===== src/rtl/trig_pkg.sv =====
package trig_pkg;
  parameter int NUM_SLOTS = 8;
  parameter int NUM_PREDS = 8;
  parameter int NUM_INQ   = 4;
  parameter int NUM_OUTQ  = 2;
  parameter int TAG_W     = 2;
  localparam int SLOT_W = $clog2(NUM_SLOTS);
  localparam int PSEL_W = $clog2(NUM_PREDS);
  localparam int TAGS_W = NUM_INQ * TAG_W;

  typedef struct packed {
    logic                 en;
    logic [NUM_PREDS-1:0] care;
    logic [NUM_PREDS-1:0] val;
    logic [NUM_INQ-1:0]   need;
    logic [TAGS_W-1:0]    tag;
    logic [NUM_INQ-1:0]   pop;
    logic [NUM_OUTQ-1:0]  wr;
    logic [NUM_PREDS-1:0] set;
    logic [NUM_PREDS-1:0] clr;
  } slot_cfg_t;
endpackage


===== src/rtl/trig_slot_store.sv =====
module trig_slot_store
  import trig_pkg::*;
(
  input  logic                     clk,
  input  logic                     rst,
  input  logic                     wr_en,
  input  logic [SLOT_W-1:0]        wr_addr,
  input  slot_cfg_t                wr_data,
  output slot_cfg_t [NUM_SLOTS-1:0] slots
);
  for (genvar s = 0; s < NUM_SLOTS; s++) begin : g_slot
    always_ff @(posedge clk) begin
      if (rst)                                       slots[s] <= '0;
      else if (wr_en && wr_addr == SLOT_W'(s))       slots[s] <= wr_data;
    end
  end
endmodule


===== src/rtl/trig_match.sv =====
module trig_match
  import trig_pkg::*;
(
  input  slot_cfg_t [NUM_SLOTS-1:0] slots,
  input  logic [NUM_PREDS-1:0]      preds,
  input  logic [NUM_INQ-1:0]        q_valid,
  input  logic [TAGS_W-1:0]         q_tag,
  input  logic [NUM_OUTQ-1:0]       out_full,
  output logic [NUM_SLOTS-1:0]      hit
);
  for (genvar s = 0; s < NUM_SLOTS; s++) begin : g_guard
    logic [NUM_INQ-1:0] q_ok;
    for (genvar q = 0; q < NUM_INQ; q++) begin : g_q
      assign q_ok[q] = !slots[s].need[q] ||
                       (q_valid[q] && q_tag[q*TAG_W +: TAG_W] == slots[s].tag[q*TAG_W +: TAG_W]);
    end
    assign hit[s] = slots[s].en
                 && (((preds ^ slots[s].val) & slots[s].care) == '0)
                 && ((slots[s].wr & out_full) == '0)
                 && (&q_ok);
  end
endmodule


===== src/rtl/trig_prio.sv =====
module trig_prio
  import trig_pkg::*;
(
  input  logic [NUM_SLOTS-1:0] req,
  output logic                 any,
  output logic [SLOT_W-1:0]    idx
);
  always_comb begin
    any = 1'b0;
    idx = '0;
    for (int i = NUM_SLOTS - 1; i >= 0; i--) begin
      if (req[i]) begin
        any = 1'b1;
        idx = SLOT_W'(i);
      end
    end
  end
endmodule


===== src/rtl/trig_pred_file.sv =====
module trig_pred_file
  import trig_pkg::*;
(
  input  logic                 clk,
  input  logic                 rst,
  input  logic                 dp_we,
  input  logic [PSEL_W-1:0]    dp_sel,
  input  logic                 dp_bit,
  input  logic                 upd_en,
  input  logic [NUM_PREDS-1:0] upd_set,
  input  logic [NUM_PREDS-1:0] upd_clr,
  output logic [NUM_PREDS-1:0] preds
);
  logic [NUM_PREDS-1:0] nxt;

  always_comb begin
    nxt = preds;
    if (dp_we)  nxt[dp_sel] = dp_bit;
    if (upd_en) nxt = (nxt & ~upd_clr) | upd_set;
  end

  always_ff @(posedge clk) begin
    if (rst) preds <= '0;
    else     preds <= nxt;
  end
endmodule


===== src/rtl/trig_issue_sched.sv =====
module trig_issue_sched
  import trig_pkg::*;
(
  input  logic                 clk,
  input  logic                 rst,
  input  logic                 run,
  input  logic                 cfg_we,
  input  logic [SLOT_W-1:0]    cfg_slot,
  input  logic                 cfg_enable,
  input  logic [NUM_PREDS-1:0] cfg_pred_care,
  input  logic [NUM_PREDS-1:0] cfg_pred_val,
  input  logic [NUM_INQ-1:0]   cfg_need,
  input  logic [TAGS_W-1:0]    cfg_tag,
  input  logic [NUM_INQ-1:0]   cfg_pop,
  input  logic [NUM_OUTQ-1:0]  cfg_out_wr,
  input  logic [NUM_PREDS-1:0] cfg_pred_set,
  input  logic [NUM_PREDS-1:0] cfg_pred_clr,
  input  logic [NUM_INQ-1:0]   q_valid,
  input  logic [TAGS_W-1:0]    q_tag,
  input  logic [NUM_OUTQ-1:0]  out_full,
  input  logic                 dp_pred_we,
  input  logic [PSEL_W-1:0]    dp_pred_sel,
  input  logic                 dp_pred_bit,
  output logic                 issue_valid,
  output logic [SLOT_W-1:0]    issue_slot,
  output logic [NUM_INQ-1:0]   q_deq,
  output logic [NUM_PREDS-1:0] preds
);
  slot_cfg_t                 cfg_word;
  slot_cfg_t [NUM_SLOTS-1:0] slots;
  slot_cfg_t                 sel_cfg;
  logic [NUM_SLOTS-1:0]      hit;

  always_comb begin
    cfg_word.en   = cfg_enable;
    cfg_word.care = cfg_pred_care;
    cfg_word.val  = cfg_pred_val;
    cfg_word.need = cfg_need;
    cfg_word.tag  = cfg_tag;
    cfg_word.pop  = cfg_pop;
    cfg_word.wr   = cfg_out_wr;
    cfg_word.set  = cfg_pred_set;
    cfg_word.clr  = cfg_pred_clr;
  end

  trig_slot_store u_store (
    .clk     (clk),
    .rst     (rst),
    .wr_en   (cfg_we && !run),
    .wr_addr (cfg_slot),
    .wr_data (cfg_word),
    .slots   (slots)
  );

  trig_match u_match (
    .slots    (slots),
    .preds    (preds),
    .q_valid  (q_valid),
    .q_tag    (q_tag),
    .out_full (out_full),
    .hit      (hit)
  );

  trig_prio u_prio (
    .req (run ? hit : '0),
    .any (issue_valid),
    .idx (issue_slot)
  );

  assign sel_cfg = slots[issue_slot];
  assign q_deq   = issue_valid ? sel_cfg.pop : '0;

  trig_pred_file u_preds (
    .clk     (clk),
    .rst     (rst),
    .dp_we   (dp_pred_we),
    .dp_sel  (dp_pred_sel),
    .dp_bit  (dp_pred_bit),
    .upd_en  (issue_valid),
    .upd_set (sel_cfg.set),
    .upd_clr (sel_cfg.clr),
    .preds   (preds)
  );
endmodule


===== config.mk =====
export PLATFORM = sky130hd
export DESIGN_NAME = trig_issue_sched
export DESIGN_NICKNAME = d
export VERILOG_FILES = /design/src/rtl/trig_pkg.sv /design/src/rtl/trig_slot_store.sv /design/src/rtl/trig_match.sv /design/src/rtl/trig_prio.sv /design/src/rtl/trig_pred_file.sv /design/src/rtl/trig_issue_sched.sv
export SDC_FILE = /design/constraint.sdc
export NUM_CORES = 1
export LEC_CHECK = 0
export ABC_CLOCK_PERIOD_IN_PS = 3950
export BUFFER_PORTS_ARGS = -buffer_cell sky130_fd_sc_hd__buf_2
export CORE_MARGIN = 10
export CORE_UTILIZATION = 50
export CTS_BUF_LIST = sky130_fd_sc_hd__clkbuf_8
export CTS_CLUSTER_SIZE = 10
export DETAILED_ROUTE_END_ITERATION = 12
export PLACE_DENSITY = 0.7
export SETUP_SLACK_MARGIN = 0.05
export SLEW_MARGIN = 20
export SYNTH_ARGS = -nofsm -noshare
export SYNTH_HDL_FRONTEND = slang
export SYNTH_SLANG_ARGS = --single-unit

===== constraint.sdc =====
create_clock -name clk -period 3.95 [get_ports clk]
set_input_delay 0.79 -clock clk [delete_from_list [all_inputs] [get_ports clk]]
set_output_delay 0.79 -clock clk [all_outputs]
set_load 0.05 [all_outputs]

# Word-level counts from Yosys, hierarchy flattened
# Cells that the tools add are included.
# totals
register_bits,416
latch_bits,0
mem_bits_rw,0
rom_bits,0
word_cells,323
memories,0
in_bits,77
# classes
n_reduce_logical,156
n_eq_ne,39
n_bitwise,27
add_sub_neg,0
n_lt_le_gt_ge,3
shift,0
mux,25
div_mod_pow,0
n_mul,0
# ops
cell,n
$bmux W51 S3,1
$and A8 B8 Y8,9
$logic_and A1 B1 Y1,66
$eq A2 B2 Y1,32
$logic_not A8 Y1,8
$xor A8 B8 Y8,8
$logic_not A1 Y1,33
$logic_or A1 B1 Y1,32
$reduce_and A4 Y1,8
$mux W3,8
$mux W8,3
$mux W22,1
$and A2 B2 Y2,8
$logic_not A2 Y1,8
$eq A3 B3 Y1 const B,4
$mux W1,9
$bwmux W8,1
$lt A3 B4 Y1 const B,2
$not A8 Y8,1
$or A8 B8 Y8,1
$eq A3 B2 Y1 const B,2
$mux W4,1
$demux W1 S3,1
$eq A3 B1 Y1 const B,1
2 further kinds,2

# Logic depth before layout (Yosys ltp)
# depth
word_depth,21
depth_mapped,13
ltp_nobuf,10

# Cells and area by module
# From an unflattened synthesis, not the netlist that was laid out.
# hier_totals
hier_cells,1849
hier_area_um2,19901.6
# by_module_without_submodules
module,cells_per_inst,area_per_inst_um2,instances,seq_area_each_um2
trig_slot_store,1439,15906.5,1,8167.8
trig_match,254,1993.2,1,0.0
trig_issue_sched,85,1405.1,1,0.0
trig_pred_file,58,516.7,1,160.2
trig_prio,13,80.1,1,0.0

# Worst setup path before layout
# OpenSTA, ideal clock, no wires.
# synth_path
path_type,input port to output port
start,input port q_tag[3]
end,output port q_deq[0]
setup_slack_ps,-507
t_arrival_ps,3667
t_required_ps,3160
cell_stages,12
path_cell_list,buf_6 > xnor2_1 > nand3_1 > a2111o_1 > or3_4 > a211oi_4 > o21ai_4 > inv_2 > buf_6 > buf_6 > mux2i_1 > a32o_1
# synth_via
elab_chain_len,17
elab_cells_between_ends,60
classes_between,eq/ne (8); mux (20); reduce/logical (32)
# synth_lines
item,line,text
"start, declared",trig_issue_sched.sv:19,"input logic [TAGS_W-1:0] q_tag,"
$eq A2 B2 Y1,trig_match.sv:15,(q_valid[q] && q_tag[q*TAG_W +: TAG_W] == slots[s].tag[q*TAG_W +: TAG_W]);
$logic_and A1 B1 Y1,trig_match.sv:15,
$logic_or A1 B1 Y1,trig_match.sv:14,assign q_ok[q] = !slots[s].need[q] ||
$reduce_and A4 Y1,trig_match.sv:20,&& (&q_ok);
$logic_and A1 B1 Y1,trig_match.sv:20,
$mux W8 (*),trig_issue_sched.sv:65,".req (run ? hit : '0),"
$mux W3 (7 in series),trig_prio.sv:12,if (req[i]) begin
$mux W3 (*),trig_prio.sv:12,
named net issue_slot[1],trig_issue_sched.sv:25,"output logic [SLOT_W-1:0] issue_slot,"
$bmux W51 S3 (*),trig_issue_sched.sv:70,assign sel_cfg = slots[issue_slot];
$mux W22 (implied by the code) (*),trig_issue_sched.sv:70,
$mux W4 (*),trig_issue_sched.sv:71,assign q_deq = issue_valid ? sel_cfg.pop : '0;
"end, declared",trig_issue_sched.sv:26,"output logic [NUM_INQ-1:0] q_deq,"
# The timed path passes the listed nets; every way through them passes the cells marked *. The select of a mux whose other input is x is not followed.

# Final worst setup path
# layout_path
start,register u_preds.preds[5]
end,output port q_deq[2]
# layout_via
elab_chain_len,18
elab_cells_between_ends,68
classes_between,mux (20); bitwise (16); reduce/logical (32)
# layout_lines
item,line,text
"start, declared",trig_pred_file.sv:12,output logic [NUM_PREDS-1:0] preds
"start signal, assigned",trig_pred_file.sv:24,else preds <= nxt;
$xor A8 B8 Y8,trig_match.sv:18,&& (((preds ^ slots[s].val) & slots[s].care) == '0)
$and A8 B8 Y8,trig_match.sv:18,
$logic_not A8 Y1,trig_match.sv:18,
$logic_and A1 B1 Y1,trig_match.sv:18,
$logic_and A1 B1 Y1,trig_match.sv:19,&& ((slots[s].wr & out_full) == '0)
$logic_and A1 B1 Y1,trig_match.sv:20,
$mux W8 (*),trig_issue_sched.sv:65,
$mux W3 (8 in series),trig_prio.sv:12,
$bmux W51 S3,trig_issue_sched.sv:70,
$mux W22 (implied by the code),trig_issue_sched.sv:70,
$mux W4 (*),trig_issue_sched.sv:71,
# Mark *: on every way between the ends. The rest lies on a longest branch, timed or not. The select of a mux whose other input is x is not followed.

==> reports/metrics.yaml <==
outcome:
  status: "complete, but fails checks"
  violations: "negative setup slack"
floorplanning:
  start_util: 0.505
  die_w_um: 212
  rows: 70
  die_y_um: 212
  dieArea_um2: 45000
  io_pins: 93
  core_um2: 36500
pwr:
  cellPowerDensity_nw_per_um2: 409
  ir_worst_vdd_v: 0.000285
  leakagePower_uw: 0.00762
  finalPower_uw: 8670
synth:
  seq_area_frac_synth: 0.451
  syn_inst: 2394
  syn_avg_cell_area_um2: 7.71
  synthTopCellsByCount: "nand2_1 (878), dfxtp_1 (416), a21oi_1 (411)"
  synth.largest_area_cell: "dfxtp_1"
  yosys_warnings: 0
  synth_edf_count: 0
  synthDistinctLibCells: 62
  synth_flop_cell: "dfxtp_1"
  synth_top_area_frac: 0.451
  syn_area_um2: 18500
  synth_area_leaders: "dfxtp_1 (45%), nand2_1 (18%), a21oi_1 (11%)"
  synth_nets: 2471
  synth_seq_cells: 416
  yosysMostFrequentCell: "nand2_1"
  ys_async_sr_fraction: 0
global_routing:
  grt_pass1_vias: 16100
  grt_pass1_wl_mm: 92.1
  grt-ovfl-total: 0
  grt_usage: 0.261
  antenna_found_initial: 5
  grt_max_degree: 161
sta:
  max_freq_ghz: 0.218
  setup_viol: 8
  fin_worst_skew_ns: 0.0309
  worst_slack_ns: -0.647
  grt_setup_unrepaired: "yes"
  period_share: 1.16
  hold_violations: 0
  fin_crit_ns: 4.60
  relSlewSlack: 0.305
  drv_slew: 0
  tightest_slew_ns: 1.04
clocking:
  cts_sinks: 416
  clk_latency_ns: 0.62
  cts_htree_levels: 3
  cts_buffers: 72
  root_buffer: "clkbuf_8"
  clk_path_buf_depth: 3
  cts_tree: "done"
  clkTransAtPathRegs_ns: 0.06
  postCtsHoldBufs: 0
critical_path:
  crit_required_ns: 3.16
  r2r_cells: 18
  reg2reg_to: "u_preds.preds[2]$_SDFF_PP0_"
  r2r_slack_ns: 0.02
  crit_path_start: "u_preds.preds[5]$_SDFF_PP0_"
  endpoint_kind: "primary output"
  reg2reg_from: "u_preds.preds[5]$_SDFF_PP0_"
  startpoint_type: "register"
  endpoint: "q_deq[2]"
  worstPathArrival_ns: 3.81
  critPathMaxFanout: 5
  criticalPathCategory: "reg2out"
placement:
  post-place-ws_ns: -0.530
  numPortBuffers: 92
  dp_hpwl_mm: 37.6
  place_congestion: 0.886
detailed_routing:
  drtIter0Drc: 2003
  viasPerCell: 5.77
  wl_mm: 60.5
  dr_total_vias: 17100
  wl_per_cell_um: 20.4
  first_pass_iters: 5
  drtAntennaViolNets: 0
  drc_errors: 0
run:
  maxCapViolCount: 0
final_layout:
  multi_input_area_um2: 9010
  syn_to_final_growth_pct: 14.8
  register_area_um2: 8340
  drive_gt1_frac: 0.143
  final_util: 0.580
  fillers: 3268
  fin_nets: 2531
hold_path:
  hold_class: "reg2reg"
  hold_path_depth: 2
==> metal layers <==
layer | global-route usage | routed length, µm | vias up
met3 | 0.0532 | 5540 | 169
met5 | 0 | 35 | -
li1 | - | - | 8032
met1 | 0.341 | 25000 | 8056
met4 | 0.113 | 2280 | 6
met2 | 0.411 | 27600 | 857
==> placed cells by master (no fill, tap or decap), drive strengths merged, types with 29 or more instances in the layout <==
| cell type | n |
|---|---|
| inv | 49 |
| mux2i | 59 |
| xor2 | 64 |
| a21oi | 411 |
| nand2 | 878 |
| buf | 210 |
| xnor2 | 64 |
| a31oi | 29 |
| dfxtp | 416 |
| clkbuf | 91 |
==> state kept, by name (all words and copies together) (netlist names) <==
signal         flops
u_store.slots    408
u_preds.preds      8
==> critical path, stage by stage, from the launching register on <==
cell and delay (ns):
dfxtp_4 0.37, xor2_1 0.14, a222oi_1 0.37, buf_4 0.18, nand4_1 0.21, a2111o_1 0.45
o211ai_1 0.18, buf_4 0.16, a31oi_4 0.12, inv_4 0.14, buf_12 0.13, mux2i_1 0.22
mux2i_1 0.11, a32o_2 0.26, buf_6 0.15
==> cell families after synthesis <==
kind of cell,Yosys count,share of synthesized area
simple gates,987,0.215
xor+xnor,128,0.0608
buf+inv,254,0.0669
mux,61,0.0332
compound gates,548,0.173
flops,416,0.451
==> report_power, final <==
part	total (µW)	internal, µW	switching (µW)
logic	611	207	404
registers	4290	4250	38.2
clock network	3770	2030	1740
total	8670	6490	2180
==> worst min path at each step <==
stage,startpoint,to
after floorplan,u_store.slots[154]$_SDFFE_PP0P_,u_store.slots[154]$_SDFFE_PP0P_
after global placement,u_store.slots[160]$_SDFFE_PP0P_,u_store.slots[160]$_SDFFE_PP0P_
after detailed placement,u_store.slots[102]$_SDFFE_PP0P_,u_store.slots[102]$_SDFFE_PP0P_
after CTS,u_store.slots[102]$_SDFFE_PP0P_,u_store.slots[102]$_SDFFE_PP0P_
after global routing,u_store.slots[170]$_SDFFE_PP0P_,u_store.slots[170]$_SDFFE_PP0P_
final,u_store.slots[270]$_SDFFE_PP0P_,u_store.slots[270]$_SDFFE_PP0P_
==> stage by stage <==
step	TNS [ns]	hold WS (ns)	instances	cell area [µm²]
6_report	-3.62	0.454	2967	21200
2_1_floorplan	-0.987	0.432	2394	18500
3_5_place_dp	-4.40	0.446	2832	19400
3_3_place_gp	-3.20	0.437	2832	19400
5_1_grt	-4.20	0.470	2967	21200
4_1_cts	-2.77	0.454	2956	21000
==> area by class of cell <==
type,instances,area share
Multi-Input combinational cell,1724,0.425
Tap cell,468,0.0277
Sequential cell,416,0.394
Inverter,29,0.00549
Clock buffer,90,0.0585
Antenna cell,2,0.000236
Timing Repair Buffer,211,0.0834
Clock inverter,27,0.00561
==> repair_timing <==
item,4_1_cts,5_1_grt
gates resized for setup,52,17
setup buffers,6,8
cloned,1,1
pin swaps,8,4
endpoints found under the setup margin,8,8
(Power assumes the default switching activity.)
